**src/rtl/kbi_pkg.sv**
```systemverilog
package kbi_pkg;
  localparam int CTRL_W      = 2;
  localparam int CTRL_MASTER = 1;
  localparam int CTRL_CLEAR  = 0;

  typedef struct packed {
    logic masterVal;
    logic masterLoad;
    logic maskLoad;
    logic clrLatch;
  } kbiStrobe_t;
endpackage

```
**src/rtl/kbi_sync.sv**
```systemverilog
module kbi_sync #(
  parameter int STAGES = 2
) (
  input  logic clk,
  input  logic rstN,
  input  logic din,
  output logic syncOut,
  output logic prevOut
);
  logic [STAGES-1:0] chain;
  logic              prevQ;

  always_ff @(posedge clk or negedge rstN) begin
    if (!rstN) begin
      chain <= '0;
      prevQ <= 1'b0;
    end else begin
      chain <= {chain[STAGES-2:0], din};
      prevQ <= chain[STAGES-1];
    end
  end

  assign syncOut = chain[STAGES-1];
  assign prevOut = prevQ;
endmodule

```
**src/rtl/kbi_ctrl.sv**
```systemverilog
module kbi_ctrl
  import kbi_pkg::*;
(
  input  logic              maskWe,
  input  logic              ctrlWe,
  input  logic [CTRL_W-1:0] ctrlWdata,
  output kbiStrobe_t        strobe
);
  always_comb begin
    strobe.maskLoad   = maskWe;
    strobe.masterLoad = ctrlWe;
    strobe.masterVal  = ctrlWdata[CTRL_MASTER];
    strobe.clrLatch   = ctrlWe & ctrlWdata[CTRL_CLEAR];
  end
endmodule

```
**src/rtl/kbi_datapath.sv**
```systemverilog
module kbi_datapath
  import kbi_pkg::*;
#(
  parameter int NPINS     = 8,
  parameter int SYNC_DEPTH = 2
) (
  input  logic             clk,
  input  logic             rstN,
  input  logic [NPINS-1:0] keyIn,
  input  logic             extIn,
  input  logic             extEn,
  input  logic [NPINS-1:0] portDir,
  input  logic [NPINS-1:0] pullReq,
  input  logic [NPINS-1:0] maskWdata,
  input  kbiStrobe_t       strobe,
  output logic [NPINS-1:0] maskQ,
  output logic             masterQ,
  output logic [NPINS-1:0] dirEff,
  output logic [NPINS-1:0] pullEff,
  output logic             irqQ
);
  localparam int NSRC = NPINS + 1;

  logic [NSRC-1:0] srcVec;
  logic [NSRC-1:0] enVec;
  logic [NSRC-1:0] syncVec;
  logic [NSRC-1:0] prevVec;
  logic [NSRC-1:0] fallVec;
  logic            pressHit;

  assign srcVec = {extIn, keyIn};
  assign enVec  = {extEn, maskQ};

  for (genvar i = 0; i < NSRC; i++) begin : g_src
    kbi_sync #(.STAGES(SYNC_DEPTH)) u_sync (
      .clk    (clk),
      .rstN   (rstN),
      .din    (srcVec[i]),
      .syncOut(syncVec[i]),
      .prevOut(prevVec[i])
    );
    assign fallVec[i] = prevVec[i] & ~syncVec[i];
  end

  assign pressHit = masterQ & (|(fallVec & enVec));

  always_ff @(posedge clk or negedge rstN) begin
    if (!rstN) begin
      maskQ   <= '0;
      masterQ <= 1'b0;
      irqQ    <= 1'b0;
    end else begin
      if (strobe.maskLoad)   maskQ   <= maskWdata;
      if (strobe.masterLoad) masterQ <= strobe.masterVal;
      if (pressHit)             irqQ <= 1'b1;
      else if (strobe.clrLatch) irqQ <= 1'b0;
    end
  end

  assign dirEff  = portDir & ~maskQ;
  assign pullEff = pullReq | maskQ;
endmodule

```
**src/rtl/kbi_top.sv**
```systemverilog
module kbi_top
  import kbi_pkg::*;
#(
  parameter int NPINS = 8
) (
  input  logic              clk,
  input  logic              rstN,
  input  logic [NPINS-1:0]  keyIn,
  input  logic              extIn,
  input  logic              extEn,
  input  logic [NPINS-1:0]  portDir,
  input  logic [NPINS-1:0]  pullReq,
  input  logic              maskWe,
  input  logic [NPINS-1:0]  maskWdata,
  input  logic              ctrlWe,
  input  logic [CTRL_W-1:0] ctrlWdata,
  output logic [NPINS-1:0]  maskRdata,
  output logic [CTRL_W-1:0] ctrlRdata,
  output logic [NPINS-1:0]  dirEff,
  output logic [NPINS-1:0]  pullEff,
  output logic              irq,
  output logic              wake
);
  kbiStrobe_t strobe;
  logic       masterQ;

  kbi_ctrl u_ctrl (
    .maskWe   (maskWe),
    .ctrlWe   (ctrlWe),
    .ctrlWdata(ctrlWdata),
    .strobe   (strobe)
  );

  kbi_datapath #(.NPINS(NPINS)) u_dp (
    .clk      (clk),
    .rstN     (rstN),
    .keyIn    (keyIn),
    .extIn    (extIn),
    .extEn    (extEn),
    .portDir  (portDir),
    .pullReq  (pullReq),
    .maskWdata(maskWdata),
    .strobe   (strobe),
    .maskQ    (maskRdata),
    .masterQ  (masterQ),
    .dirEff   (dirEff),
    .pullEff  (pullEff),
    .irqQ     (irq)
  );

  always_comb begin
    ctrlRdata              = '0;
    ctrlRdata[CTRL_MASTER] = masterQ;
  end

  assign wake = irq;
endmodule

```
**config.mk**
```make
export PLATFORM = sky130hd
export DESIGN_NAME = kbi_top
export DESIGN_NICKNAME = d
export VERILOG_FILES = /design/src/rtl/kbi_pkg.sv /design/src/rtl/kbi_sync.sv /design/src/rtl/kbi_ctrl.sv /design/src/rtl/kbi_datapath.sv /design/src/rtl/kbi_top.sv
export SDC_FILE = /design/constraint.sdc
export NUM_CORES = 1
export LEC_CHECK = 0
export CAP_MARGIN = 20
export CORE_UTILIZATION = 25
export CTS_CLUSTER_DIAMETER = 40
export DETAILED_ROUTE_END_ITERATION = 10
export PLACE_DENSITY = 0.66
export SLEW_MARGIN = 20
export SYNTH_ARGS = -nofsm -noshare
export SYNTH_HDL_FRONTEND = slang
export SYNTH_HIERARCHICAL = 1
export SYNTH_SLANG_ARGS = --single-unit
```
**constraint.sdc**
```tcl
create_clock -name clk -period 1.15 [get_ports clk]
set_input_delay 0.1725 -clock clk [delete_from_list [all_inputs] [get_ports clk]]
set_output_delay 0.1725 -clock clk [all_outputs]
set_load 0.05 [all_outputs]
```
==> metrics.csv, run 1 <==
metric,value,unit
outcome,"finished, violations left",
violations,setup timing,
antenna_found_initial,0,
drive_gt1_frac,0.488,
routed_via_density,3.88,
fmax,776,MHz
peakVddDrop,0.555,mV
fin_setup_tns,-1620,ps
globalRoute.busiestLayer,met2,
drc,0,
layout.nets,207,
r2r_end,u_dp/irqQ,
seqPwrFrac,0.394,
switching_power,0.00105,W
boundaryPins,68,
drt_iter0_markers,33,
synthCells,87,
critPathMaxStageDelay,440,ps
die_w,74.7,µm
r2r_setup_slack,40,ps
layout_common_cells,"clkdlybuf4s50_1 (38), buf_12 (29), dfrtp_1 (29)",
rows,26,
via_count,924,
hold_path.class,in -> async,
p_leak,1.13,nW
tritoncts,built,
pwr-share-clk,0.297,
clkSinkCount,37,
final_common_cell,clkdlybuf4s50_1,
path_cells,or2_4 -> buf_12,
grt_use_met1,0.133,
path_class,reg -> out,
required,980,ps
grt_overflow,0,
finalSetupViolCount,24,
critPathCaptureType,output port,
p_int,0.00267,W
die-height,74.7,µm
netlist_area,1320,µm²
worstReg2RegStart,u_dp/maskQ[1],
synth.avg_cell_area,15.2,µm²
critPathSlowestCell,dfrtp_2,
cts_max_level,2,
finalClockSkew,4.06,ps
seq_area_frac_synth,0.701,
gp_congestion,0.709,
ys_warn_count,6,
final_hold_viol_count,0,
grt_first_pass_wirelength,5.08,mm
clk_path_buf_depth,2,
grt_pass1_vias,1082,
instances_no_fill,238,
ant_nets,0,
cp.buffers_inverters,1,
synth_seq_cells,37,
die_area,5580,µm²
rr_worst_depth,5,
syn-num-nets,127,
clkLatencyLatePin,280,ps
grt_use_total,0.125,
use_met2,0.234,
arrival,1120,ps
fin_util,0.510,
finalWorstSetupSlack,-139,ps
timing.final.crit_share,1.12,
comb_power_share,0.310,
finalMaxSlewViolations,0,
cp-start-kind,register,
portBuffers,66,
netSwitchingFraction,0.282,
crit_family,flip-flops,
wl_per_cell,13.2,µm
drt_pass1_iterations,4,
p_per_area,1430,nW/µm²
crit_fanout,3,
place_inst,218,
clk_pin_slew,80,ps
core_area,5110,µm²
period_needed,1290,ps
initial_core_util,0.259,
dp_hpwl,2.43,mm
synth_cell_types,16,
drt_wl_total,3.15,mm
cts_buffers,5,
num_antenna_cells,0,
rsz0062_at_grt,true,
cts_root_buffer,clkbuf_8,
drv_cap,0,
grt_max_degree,24,
grt_use_met3,0.0228,
syn_to_final_growth,97.2,%
==> sequential cells by signal (all words and copies together) (netlist names) <==
name / cells
u_dp/irqQ: 1
u_dp/maskQ: 8
u_dp/g_src.u_sync/prevOut: 9
u_dp/g_src.u_sync/chain: 18
u_dp/masterQ: 1
==> power groups by stage <==
| stage | clock (W) | sequential, W | combinational (W) |
|---|---|---|---|
| detailed placement | 0 | 0.00152 | 0.00105 |
| floorplan | 0 | 0.00160 | 0.000374 |
| global route | 0.00121 | 0.00148 | 0.00120 |
| CTS | 0.00114 | 0.00147 | 0.00116 |
| global placement | 0 | 0.00151 | 0.00103 |
| finish | 0.00110 | 0.00147 | 0.00115 |
==> worst max path at each step <==
stage / endpoint / cells after the start / start / slack (ps)
2_1_floorplan: dirEff[0] / 1 / u_dp/maskQ[0] / -20
3_3_place_gp: u_dp/maskQ[4] / 3 / maskWe / -110
3_5_place_dp: u_dp/maskQ[1] / 3 / maskWe / -110
4_1_cts: pullEff[2] / 2 / u_dp/maskQ[2] / -140
5_1_grt: pullEff[0] / 2 / u_dp/maskQ[0] / -180
6_report: pullEff[2] / 2 / u_dp/maskQ[2] / -140
==> cell families (layout without fill, tap and decap cells) <==
family	after synthesis	count (layout)	share of synthesized area
DFF	37	37	0.701
and+or+nand+nor	30	30	0.142
muxes	9	9	0.0994
buffers and inverters	7	88	0.0426
AOI/OAI and AO/OA	3	3	0.0123
other	1	1	0.00284
==> per-stage QoR <==
stage / setup slack (ps) / cell area (µm²) / hold WS, ps / total power [W]
floorplan: -16.8 / 1370 / -123 / 0.00197
global placement: -106 / 2370 / 89.2 / 0.00255
detailed placement: -109 / 2370 / 99.9 / 0.00257
CTS: -141 / 2600 / 320 / 0.00376
global route: -176 / 2610 / 310 / 0.00389
finish: -139 / 2610 / 326 / 0.00372
==> cell usage after synthesis <==
| master | instances | area, µm² |
|---|---|---|
| buf_6 | 1 | 11.3 |
| conb_1 | 1 | 3.75 |
| o21ai_0 | 1 | 5.00 |
| mux2_2 | 1 | 11.3 |
| a21oi_1 | 1 | 5.00 |
| o22ai_1 | 1 | 6.26 |
| nand4_1 | 1 | 6.26 |
| or2_2 | 8 | 50.1 |
| and2_1 | 1 | 6.26 |
| nand3_1 | 1 | 5.00 |
| nand3b_1 | 7 | 52.6 |
| dfrtp_1 | 37 | 926 |
| nor2b_1 | 9 | 56.3 |
| buf_4 | 6 | 45.0 |
| nand2_1 | 3 | 11.3 |
| mux2_4 | 8 | 120 |
==> routing by layer <==
| metal | share of wire | vias up |
|---|---|---|
| met3 | 0.040 | 4 |
| met1 | 0.36 | 453 |
| met2 | 0.59 | 29 |
| met5 | 0 | - |
| met4 | 0.017 | 0 |
| li1 | - | 438 |
==> layout make-up <==
class                      instances  area [µm²]
sequential                        37         936
fill                             435        2500
tap                               70        87.6
clock buffer                       5        68.8
multi-input combinational         43         389
clock inverter                     3        46.3
timing repair buffer              80        1080
==> repair_timing <==
| action | in CTS | in global routing |
|---|---|---|
| pin swaps | 8 | 5 |
| hold buffers | 1 | 0 |
| endpoints found under the hold margin | 14 | 0 |
| gates resized for setup | 6 | 2 |
| endpoints found under the setup margin | 16 | 25 |
| buffers inserted | 11 | 0 |
No activity file was read; power rests on OpenSTA's default activity.
==> run 2, diff against run 1 <==
--- a/config.mk
+++ b/config.mk
@@ -5,6 +5,7 @@
 export SDC_FILE = /design/constraint.sdc
 export NUM_CORES = 1
 export LEC_CHECK = 0
+export ABC_AREA = 1
 export CAP_MARGIN = 20
 export CORE_UTILIZATION = 25
 export CTS_CLUSTER_DIAMETER = 40
==> run 2 against run 1 <==
  * The flow still finishes with violations (setup timing)
  * Global-route usage shrank 1.9 points
  * Non-clock buffer count is 6 higher
  * Combinational power rose by 4%
  * Setup slack got worse by 5.3 ps
  * Hold slack got worse by 3.6 ps
  * Die area increased by 0.74%
  * Fmax shrank 0.41%
  * Clock skew is 0.87 ps lower
  * Highest routed layer unchanged
==> metrics.csv, run 2 <==
metric,value,unit
outcome,"finished, violations left",
violations,setup timing,
drt_pass1_iterations,4,
regArea,936,µm²
path_class,reg -> out,
ant_nets,0,
layout.nets,241,
multi_input_area,380,µm²
tritoncts,built,
timing.final.crit_share,1.13,
synth.avg_cell_area,11.6,µm²
p_per_area,1330,nW/µm²
yosys-top-cells-count,"dfrtp_1 (37), inv_1 (17), nand2_1 (16)",
netlist_area,1330,µm²
drv_cap,0,
seq_area_frac_synth,0.695,
die-height,75.0,µm
ys.flop_type,dfrtp_1,
antenna_found_initial,0,
synth_seq_cells,37,
grt_use_total,0.105,
fmax,773,MHz
grt_max_degree,38,
largest_reg_flops,18,
drt_wl_total,2.85,mm
grt_first_pass_wirelength,4.26,mm
p_leak,1.25,nW
final_common_cell,clkdlybuf4s50_1,
synth_edf_count,0,
finalWorstSetupSlack,-144,ps
clkLatencyLatePin,280,ps
final_hold_viol_count,0,
finalSetupViolCount,21,
syn_to_final_growth,104,%
drive_gt1_frac,0.446,
yosysTopAreaCellShare,0.695,
syn-num-nets,155,
critPathMaxStageDelay,430,ps
drt_iter0_markers,35,
rows,26,
die_w,75.0,µm
portBuffers,66,
path_cells,buf_4 -> nor2_4 -> buf_12,
layout_common_cells,"clkdlybuf4s50_1 (38), buf_12 (29), dfrtp_1 (29), nand2_1 (16), inv_1 (15)",
finalClockSkew,3.19,ps
gp_congestion,0.691,
cts_buffers,5,
synthCells,115,
grt_pass1_vias,981,
instances_no_fill,272,
nFillCells,432,
hold_path_depth,1,
clk_path_buf_depth,2,
wl_per_cell,10.5,µm
yosysTopAreaCell,dfrtp_1,
finalMaxSlewViolations,0,
cts_max_level,2,
boundaryPins,68,
clk_pin_slew,70,ps
ys_async_sr_fraction,1.00,
via_count,1024,
dp_hpwl,2.03,mm
rsz0062_at_grt,true,
hold_path.class,in -> reg,
core_area,5110,µm²
crit_fanout,4,
period_needed,1290,ps
rr_worst_depth,8,
peakVddDrop,0.734,mV
drc,0,
critPathCaptureType,output port,
arrival,1120,ps
synth_cell_types,13,
cts_root_buffer,clkbuf_8,
routed_via_density,3.76,
fin_util,0.533,
critPathSlowestCell,dfrtp_2,
place_inst,249,
die_area,5620,µm²
required,980,ps
synth_area_leaders,"dfrtp_1 (70%), inv_1 (4.8%), nand2_1 (4.5%), nor2_1 (3.9%), or2_2 (3.8%)",
grt_overflow,0,
num_antenna_cells,0,
yosysMostFrequentCell,dfrtp_1,
top_register,u_dp/g_src.u_sync/chain,
cp-start-kind,register,
clkSinkCount,37,
ys_warn_count,6,
initial_core_util,0.261,
[run 2: cell count changes after synthesis, sizes merged]
cell	previous run	this run
nand3	1	4
inv	0	17
nor2	0	14
o21ai	1	4
nor2b	9	0
nand2	3	16
a21oi	1	0
nand3b	7	2
o22ai	1	0
and2	1	0
nand4	1	0
mux2	9	5
[run 2: metal layers]
metal | vias up | track usage | wire length, µm
li1 | 511 | - | -
met1 | 457 | 0.113 | 1120
met2 | 46 | 0.176 | 1420
met3 | 10 | 0.0442 | 221
met4 | 0 | 0.0587 | 83
met5 | - | 0 | 0
[run 2: layout make-up]
| cell class | count | area share |
|---|---|---|
| tap | 70 | 0.0322 |
| clock buffer | 7 | 0.0354 |
| multi-input combinational | 54 | 0.140 |
| sequential | 37 | 0.344 |
| clock inverter | 1 | 0.00184 |
| timing repair buffer | 86 | 0.422 |
| inverter | 17 | 0.0244 |
[run 2: through the flow]
| step | TNS (ps) | area [µm²] | worst slack (ps) | hold WS [ps] | total power, W |
|---|---|---|---|---|---|
| after floorplan | -32.0 | 1410 | -16.0 | -123 | 0.00197 |
| after global placement | -300 | 2420 | -144 | 147 | 0.00255 |
| after detailed placement | -361 | 2420 | -160 | 152 | 0.00256 |
| after CTS | -1940 | 2650 | -147 | 317 | 0.00362 |
| after global routing | -2970 | 2720 | -184 | 316 | 0.00378 |
| final | -1970 | 2720 | -144 | 322 | 0.00362 |
[run 2: power by group]
group	total (W)	internal, W	switching [W]
clock	0.000962	0.000541	0.000422
sequential	0.00146	0.00139	0.0000691
combinational	0.00120	0.000648	0.000549
total	0.00362	0.00258	0.00104
[run 2: final timing paths]
check,startpoint,to,slack [ps]
min in group asynchronous,rstN,u_dp/maskQ[2],390
max in group asynchronous,rstN,u_dp/maskQ[4],570
hold reg to reg,u_dp/g_src[1].u_sync/chain[0],u_dp/g_src[1].u_sync/chain[1],350
setup / recovery,u_dp/maskQ[7],dirEff[7],-140
hold / removal,keyIn[7],u_dp/g_src[7].u_sync/chain[0],320
setup reg to reg,u_dp/maskQ[7],u_dp/irqQ,-30
[run 2: kinds of logic after synthesis]
logic type             count (synthesis)  share of synthesized area
AO/OA/AOI/OAI                          4                     0.0150
flip-flops                            37                      0.695
AND/OR/NAND/NOR                       44                      0.148
other                                  1                    0.00282
buffers and inverters                 24                     0.0902
multiplexers                           5                     0.0479
[run 2: critical path: cells and delay by family (launching register included)]
| family | cells | cell delay, ps |
|---|---|---|
| buffers and inverters | 2 | 290 |
| DFF | 1 | 430 |
| and+or+nand+nor | 1 | 110 |
[run 2: timing repair]
action,4_1_cts,5_1_grt
resized for setup,9,12
hold buffers,1,0
endpoints found under the hold margin,37,0
pin swaps,16,8
buffers inserted,10,4
endpoints found under the setup margin,19,25
==> run 3, diff against run 2 <==
--- a/config.mk
+++ b/config.mk
@@ -6,6 +6,7 @@
 export NUM_CORES = 1
 export LEC_CHECK = 0
 export ABC_AREA = 1
+export ABC_CLOCK_PERIOD_IN_PS = 1150
 export CAP_MARGIN = 20
 export CORE_UTILIZATION = 25
 export CTS_CLUSTER_DIAMETER = 40
==> results of run 3 <==
No change in the layout: final DEF, timing and power equal those of run 2.
